--- src/rtl/etx_underrun_guard.sv ---
module etx_underrun_guard #(
  parameter int ADDR_W = 11,
  parameter int PKT_W = 6,
  parameter int CNT_W = 11,
  parameter bit HAS_MODE_SEL = 1'b1
) (
  input  logic              clk,
  input  logic              rst_n,
  input  logic              early_en,
  input  logic              mode_pkt,
  input  logic              auto_en,
  input  logic              rcv_sel,
  input  logic [CNT_W-1:0]  auto_thresh,
  input  logic [ADDR_W-1:0] host_addr,
  input  logic [PKT_W-1:0]  host_pkt,
  input  logic              load_wr,
  input  logic              load_new,
  input  logic              dma_rd,
  input  logic [ADDR_W-1:0] dma_addr,
  input  logic [PKT_W-1:0]  dma_pkt,
  input  logic              pkt_end,
  input  logic              urun_clr,
  output logic              dma_stall,
  output logic              underrun,
  output logic              auto_start
);
  localparam logic [CNT_W-1:0] CNT_MAX = {CNT_W{1'b1}};

  logic use_pkt, ahead, same_pkt, catch_up;
  logic stall_q, urun_q, fired_q, pulse_q, go;
  logic [CNT_W-1:0] cnt_q;

  generate
    if (HAS_MODE_SEL) begin : g_mode
      assign use_pkt = mode_pkt;
    end else begin : g_nomode
      assign use_pkt = mode_pkt & 1'b0;
    end
  endgenerate

  assign ahead    = dma_addr > host_addr;
  assign same_pkt = dma_pkt == host_pkt;
  assign catch_up = early_en & dma_rd & ahead & (~use_pkt | same_pkt);

  assign dma_stall  = early_en & (stall_q | catch_up);
  assign underrun   = urun_q;
  assign auto_start = pulse_q;

  assign go = early_en & auto_en & ~rcv_sel & ~fired_q & (cnt_q >= auto_thresh);

  always_ff @(posedge clk) begin
    if (!rst_n) begin
      stall_q <= 1'b0;
      urun_q  <= 1'b0;
    end else begin
      if (pkt_end)       stall_q <= 1'b0;
      else if (catch_up) stall_q <= 1'b1;
      if (catch_up)      urun_q  <= 1'b1;
      else if (urun_clr) urun_q  <= 1'b0;
    end
  end

  always_ff @(posedge clk) begin
    if (!rst_n || load_new) begin
      cnt_q   <= '0;
      fired_q <= 1'b0;
      pulse_q <= 1'b0;
    end else begin
      if (load_wr && cnt_q != CNT_MAX) cnt_q <= cnt_q + 1'b1;
      if (go) fired_q <= 1'b1;
      pulse_q <= go;
    end
  end

  a_r1_off_no_stall: assert property (@(posedge clk) disable iff (!rst_n)
    !early_en |-> !dma_stall);
  a_r6_rise_follows_stall: assert property (@(posedge clk) disable iff (!rst_n)
    $rose(underrun) |-> $past(dma_stall));
  a_r6_flag_holds: assert property (@(posedge clk) disable iff (!rst_n)
    underrun && !urun_clr |=> underrun);
  a_r5_stall_holds: assert property (@(posedge clk) disable iff (!rst_n)
    dma_stall && !pkt_end && !load_new |=> (dma_stall || !early_en));
  a_r8_single_pulse: assert property (@(posedge clk) disable iff (!rst_n)
    auto_start |=> !auto_start);
  a_r9_gated_start: assert property (@(posedge clk) disable iff (!rst_n)
    $rose(auto_start) |-> $past(early_en && auto_en && !rcv_sel));
endmodule

--- config.mk ---
export PLATFORM = sky130hd
export DESIGN_NAME = etx_underrun_guard
export DESIGN_NICKNAME = d
export VERILOG_FILES = /design/src/rtl/etx_underrun_guard.sv
export SDC_FILE = /design/constraint.sdc
export NUM_CORES = 1
export LEC_CHECK = 0
export ABC_AREA = 1
export BUFFER_PORTS_ARGS = -buffer_cell sky130_fd_sc_hd__buf_4
export CAP_MARGIN = 40
export CORE_MARGIN = 2
export CORE_UTILIZATION = 40
export DETAILED_ROUTE_END_ITERATION = 8
export MAX_ROUTING_LAYER = met4
export PLACE_DENSITY = 0.67
export SYNTH_ARGS = -nofsm -noshare
export SYNTH_HDL_FRONTEND = slang
export SYNTH_SLANG_ARGS = --single-unit
--- constraint.sdc ---
create_clock -name clk -period 1.8 [get_ports clk]
set_input_delay 0.36 -clock clk [delete_from_list [all_inputs] [get_ports clk]]
set_output_delay 0.36 -clock clk [all_outputs]
set_load 0.005 [all_outputs]
* After elaboration in Yosys (flattened, before gate mapping) *
Cells that the tools add are included.
Widths: inputs -> output; s select.

storage, ports and cells
  memory bits (read-only) = 0
  bits in writable memories = 0
  memories kept = 0
  word-level logic and storage cells = 31
  register bits = 15
  bits in latches = 0

cells by class
  bitwise gates (word level) = 14
  equal/unequal tests = 2
  multipliers = 0
  add/sub/neg operators = 1
  reductions and logical operators = 5
  order comparisons = 2
  div/mod/pow operators = 0
  mux-type cells = 2
  shift-type cells = 0

operators by type and width
  operator               count
  $add 11x1->11 const B  1
  $ge 11x11->1           1
  $gt 11x11->1           1
  $ne 11x11->1 const B   1
  $and 1x1->1            8
  $eq 6x6->1             1
  $not 1->1              4
  $mux 1                 2
  $or 1x1->1             2
  $reduce_bool 2->1      1
  $reduce_or 2->1        1
  $logic_and 1x1->1      1
  $logic_not 1->1        1
  $logic_or 1x1->1       1

* Depth between registers and ports, before layout *
  depth in word-level cells = 5
  mapped depth = 10
  depth with buffers taken out = 10

* Least setup slack after synthesis *
OpenSTA, ideal clock, no wires.

  path type = in2out
  start point = in host_addr[10]
  end point = out dma_stall
  arrival time = 1,264 ps
  slack = 176 ps
  required time = 1,440 ps
  stages = 10
  buffers on the path = 0
  path through = inv_1 ha_1 nand2_1 inv_1 nand2_1 nor2_1 nand2_1 nand3_1 nand3_1 a21oi_1

between the ends
  longest elaborated chain between the ends = 5

RTL lines
  what                       RTL line  RTL
  from (decl)                14        input logic [ADDR_W-1:0] host_addr,
  $gt 11x11->1               41        assign ahead = dma_addr > host_addr;
  $and 1x1->1 (2 in series)  43        assign catch_up = early_en & dma_rd & ahead & (~use_pkt | same_pkt);
  $or 1x1->1                 45        assign dma_stall = early_en & (stall_q | catch_up);
  $and 1x1->1                45
  to (decl)                  23        output logic dma_stall,

Every way passes these cells.

* Worst setup path in the final report *
  start point = in host_addr[9]
  end point = out dma_stall

Same word-level chain as after synthesis.

==> impl_metrics.env <==
export IMPL_status="completed"
export IMPL_grt_first_pass_wirelength_um=6290
export IMPL_first_pass_iters=4
export IMPL_post_route_cells_drive_above_1_share=0.351
export IMPL_die_h_um=65.4
export IMPL_globalRouteOverflowTotal=0
export IMPL_timing_max_slew_rel_slack=0.827
export IMPL_clock_root_buffer="sky130_fd_sc_hd__clkbuf_8"
export IMPL_layout_nets=399
export IMPL_routed_wl_per_cell_um=10.7
export IMPL_vias=1684
export IMPL_route_antenna_remaining_nets=0
export IMPL_ios=59
export IMPL_via_per_inst=4.59
export IMPL_grt_busiest_layer="met2"
export IMPL_postSynthAreaPerCell_um2=6.08
export IMPL_maxCapViolCount=0
export IMPL_clock_path_buffers=2
export IMPL_initial_utilization=0.415
export IMPL_groute_layer_met2_usage=0.333
export IMPL_synth_seq_area_share=0.199
export IMPL_synth_distinct_cells=23
export IMPL_mostFrequentLayoutCell="sky130_fd_sc_hd__nand2_1"
export IMPL_cts_hold_buf=0
export IMPL_die_x_um=65.4
export IMPL_die_footprint_mm2=0.00428
export IMPL_synth_nets=327
export IMPL_hold_path_class="input port to flop"
export IMPL_vias_in_the_first_global_route=1591
export IMPL_drt_iter0_markers=44
export IMPL_final_setup_viol_count=0
export IMPL_power_density_cell_area_mw_per_mm2=402
export IMPL_groute_layer_met1_usage=0.221
export IMPL_core_mm2=0.00363
export IMPL_floorplan_rows=22
export IMPL_synthesized_instance_count=248
export IMPL_cts_clk_slew_worst_paths_ns=0.06
export IMPL_worst_endpoint_arrival_ns=1.43
export IMPL_worstSetupStartpointType="input port"
export IMPL_cts_made_buffers=3
export IMPL_tightestPinTransition_ns=0.258
export IMPL_fin_crit_ns=1.79
export IMPL_data_required_time_at_the_worst_endpoint_ns=1.44
export IMPL_yosys_warnings=0
export IMPL_total_design_power_uw=936
export IMPL_fmaxAchievable_mhz=558
export IMPL_dp_hpwl_um=2860
export IMPL_grt_setup_unrepaired="true"
export IMPL_quantity_of_i_o_buffers_inserted_on_ports=58
export IMPL_syn_cell_area_mm2=0.00151
export IMPL_timing_critical_path_fanout_max=2
export IMPL_syn2layout_area_growth_pct=54.5
export IMPL_drv_slew=0
export IMPL_timing_worst_setup_path_type="input port to primary output"
export IMPL_most_common_layout_cells="sky130_fd_sc_hd__nand2_1, sky130_fd_sc_hd__buf_4, sky130_fd_sc_hd__inv_1, sky130_fd_sc_hd__nor2_1, sky130_fd_sc_hd__dfxtp_1"
export IMPL_post_dp_cell_area_mm2=0.00204
export IMPL_maximum_number_of_pins_on_one_net_before_global_route_repair=10
export IMPL_p_leak_nw=1.23
export IMPL_cts_sink_count=15
export IMPL_cp_end_kind="primary output"
export IMPL_postRouteWirelength_um=3920
export IMPL_finClkSkew_ns=0.00395
export IMPL_gp_congestion=0.812
export IMPL_clk_latency_ns=0.25
export IMPL_globalRouteMet3Util=0.0223
export IMPL_antennaDiodeCount=0
export IMPL_ys_seq_elements=15
export IMPL_cts_max_level=1
export IMPL_worst_ir_drop_vdd_v=0.000198
export IMPL_post_route_cell_area_mm2=0.00233
export IMPL_drcViolationCount=0
export IMPL_final_hold_viols=0
export IMPL_groute_usage_overall=0.189
export IMPL_number_of_antenna_violations_at_the_first_check_in_global_routing=0
export IMPL_cts_tree="built"
export IMPL_period_share=0.996
==> logic make-up after synthesis <==
kind of cell,synth area share
buffers and inverters,0.159
adders and majority gates,0.191
xor gates and xnor gates,0.0232
AOI/OAI and AO/OA,0.0830
and+or+nand+nor,0.344
DFF,0.199
==> what timing repair did <==
action                     CTS  global route
resized for setup           26            23
buffers inserted             4             0
pin swaps                   16            12
setup endpoints to repair    1             3
gates cloned                 0             0
==> registers in the layout (all words and copies together), names as in the netlist <==
signal      count
cnt_q          11
auto_start      1
fired_q         1
stall_q         1
underrun        1
==> metrics by stage <==
stage | TNS, ns | hold slack, ns | util | std cells | setup WS, ns
after floorplan | 0 | 0.430 | - | 248 | 0.176
after global placement | -0.0170 | 0.448 | 0.561 | 359 | -0.0170
after detailed placement | -0.0440 | 0.451 | 0.561 | 359 | -0.0440
after CTS | 0 | 0.346 | 0.619 | 367 | 0.000838
after global routing | -0.174 | 0.361 | 0.641 | 367 | -0.0790
final | 0 | 0.367 | 0.641 | 367 | 0.00774
==> path summary, 6_finish.rpt <==
check / start / to / slack [ns] / cells past startpoint
max: host_addr[9] / dma_stall / 0.008 / 12
min: pkt_end / stall_q / 0.37 / 3
max reg2reg: cnt_q[3] / cnt_q[1] / 0.29 / 9
min reg2reg: fired_q / fired_q / 0.48 / 2
==> layer usage <==
metal	wire length [um]	part of all wire
met1	1680	0.43
met3	134	0.034
met2	2000	0.51
met5	0	0
met4	104	0.027
==> synthesized netlist by cell type <==
master / count / area share
sky130_fd_sc_hd__or2_2: 1 / 0.0042
sky130_fd_sc_hd__nor3b_1: 1 / 0.0050
sky130_fd_sc_hd__o21ai_2: 1 / 0.0058
sky130_fd_sc_hd__nand2_1: 66 / 0.16
sky130_fd_sc_hd__nand3b_1: 2 / 0.010
sky130_fd_sc_hd__nand4_1: 3 / 0.012
sky130_fd_sc_hd__nor3_1: 7 / 0.023
sky130_fd_sc_hd__buf_6: 1 / 0.0075
sky130_fd_sc_hd__a21oi_1: 15 / 0.050
sky130_fd_sc_hd__o21bai_1: 1 / 0.0050
sky130_fd_sc_hd__a21oi_2: 1 / 0.0058
sky130_fd_sc_hd__o21ai_0: 4 / 0.013
sky130_fd_sc_hd__nand3_1: 12 / 0.040
sky130_fd_sc_hd__nor2_2: 1 / 0.0042
sky130_fd_sc_hd__nand2_2: 4 / 0.017
sky130_fd_sc_hd__xnor2_1: 1 / 0.0058
sky130_fd_sc_hd__xor2_1: 3 / 0.017
sky130_fd_sc_hd__dfxtp_1: 15 / 0.20
sky130_fd_sc_hd__ha_1: 23 / 0.19
sky130_fd_sc_hd__inv_1: 61 / 0.15
sky130_fd_sc_hd__nor2_1: 23 / 0.057
sky130_fd_sc_hd__o21ai_1: 1 / 0.0033
sky130_fd_sc_hd__nor2_4: 1 / 0.0075
==> report_power, final <==
part	leakage, nW	internal, mW	total (mW)	switching [mW]
clock	0.0228	0.157	0.275	0.118
sequential	0.121	0.335	0.336	0.00145
combinational	1.09	0.182	0.324	0.142
total	1.23	0.674	0.936	0.262
==> layout make-up <==
type | count | area [um^2]
fill | 346 | 1300
multi-input combinational | 171 | 1140
sequential | 15 | 300
inverter | 61 | 236
tap | 48 | 60.1
timing repair buffer | 68 | 548
clock buffer | 4 | 45.0
==> critical path, cell delays in order <==
cell,delay [ns]
sky130_fd_sc_hd__buf_6,0.08
sky130_fd_sc_hd__inv_4,0.03
sky130_fd_sc_hd__ha_4,0.27
sky130_fd_sc_hd__nand2_4,0.05
sky130_fd_sc_hd__inv_2,0.05
sky130_fd_sc_hd__nand2_2,0.04
sky130_fd_sc_hd__nor2_1,0.09
sky130_fd_sc_hd__nand2_1,0.05
sky130_fd_sc_hd__nand3_1,0.09
sky130_fd_sc_hd__nand3_2,0.08
sky130_fd_sc_hd__a21oi_2,0.12
sky130_fd_sc_hd__buf_4,0.12
Power figures use the tool's default switching activity.
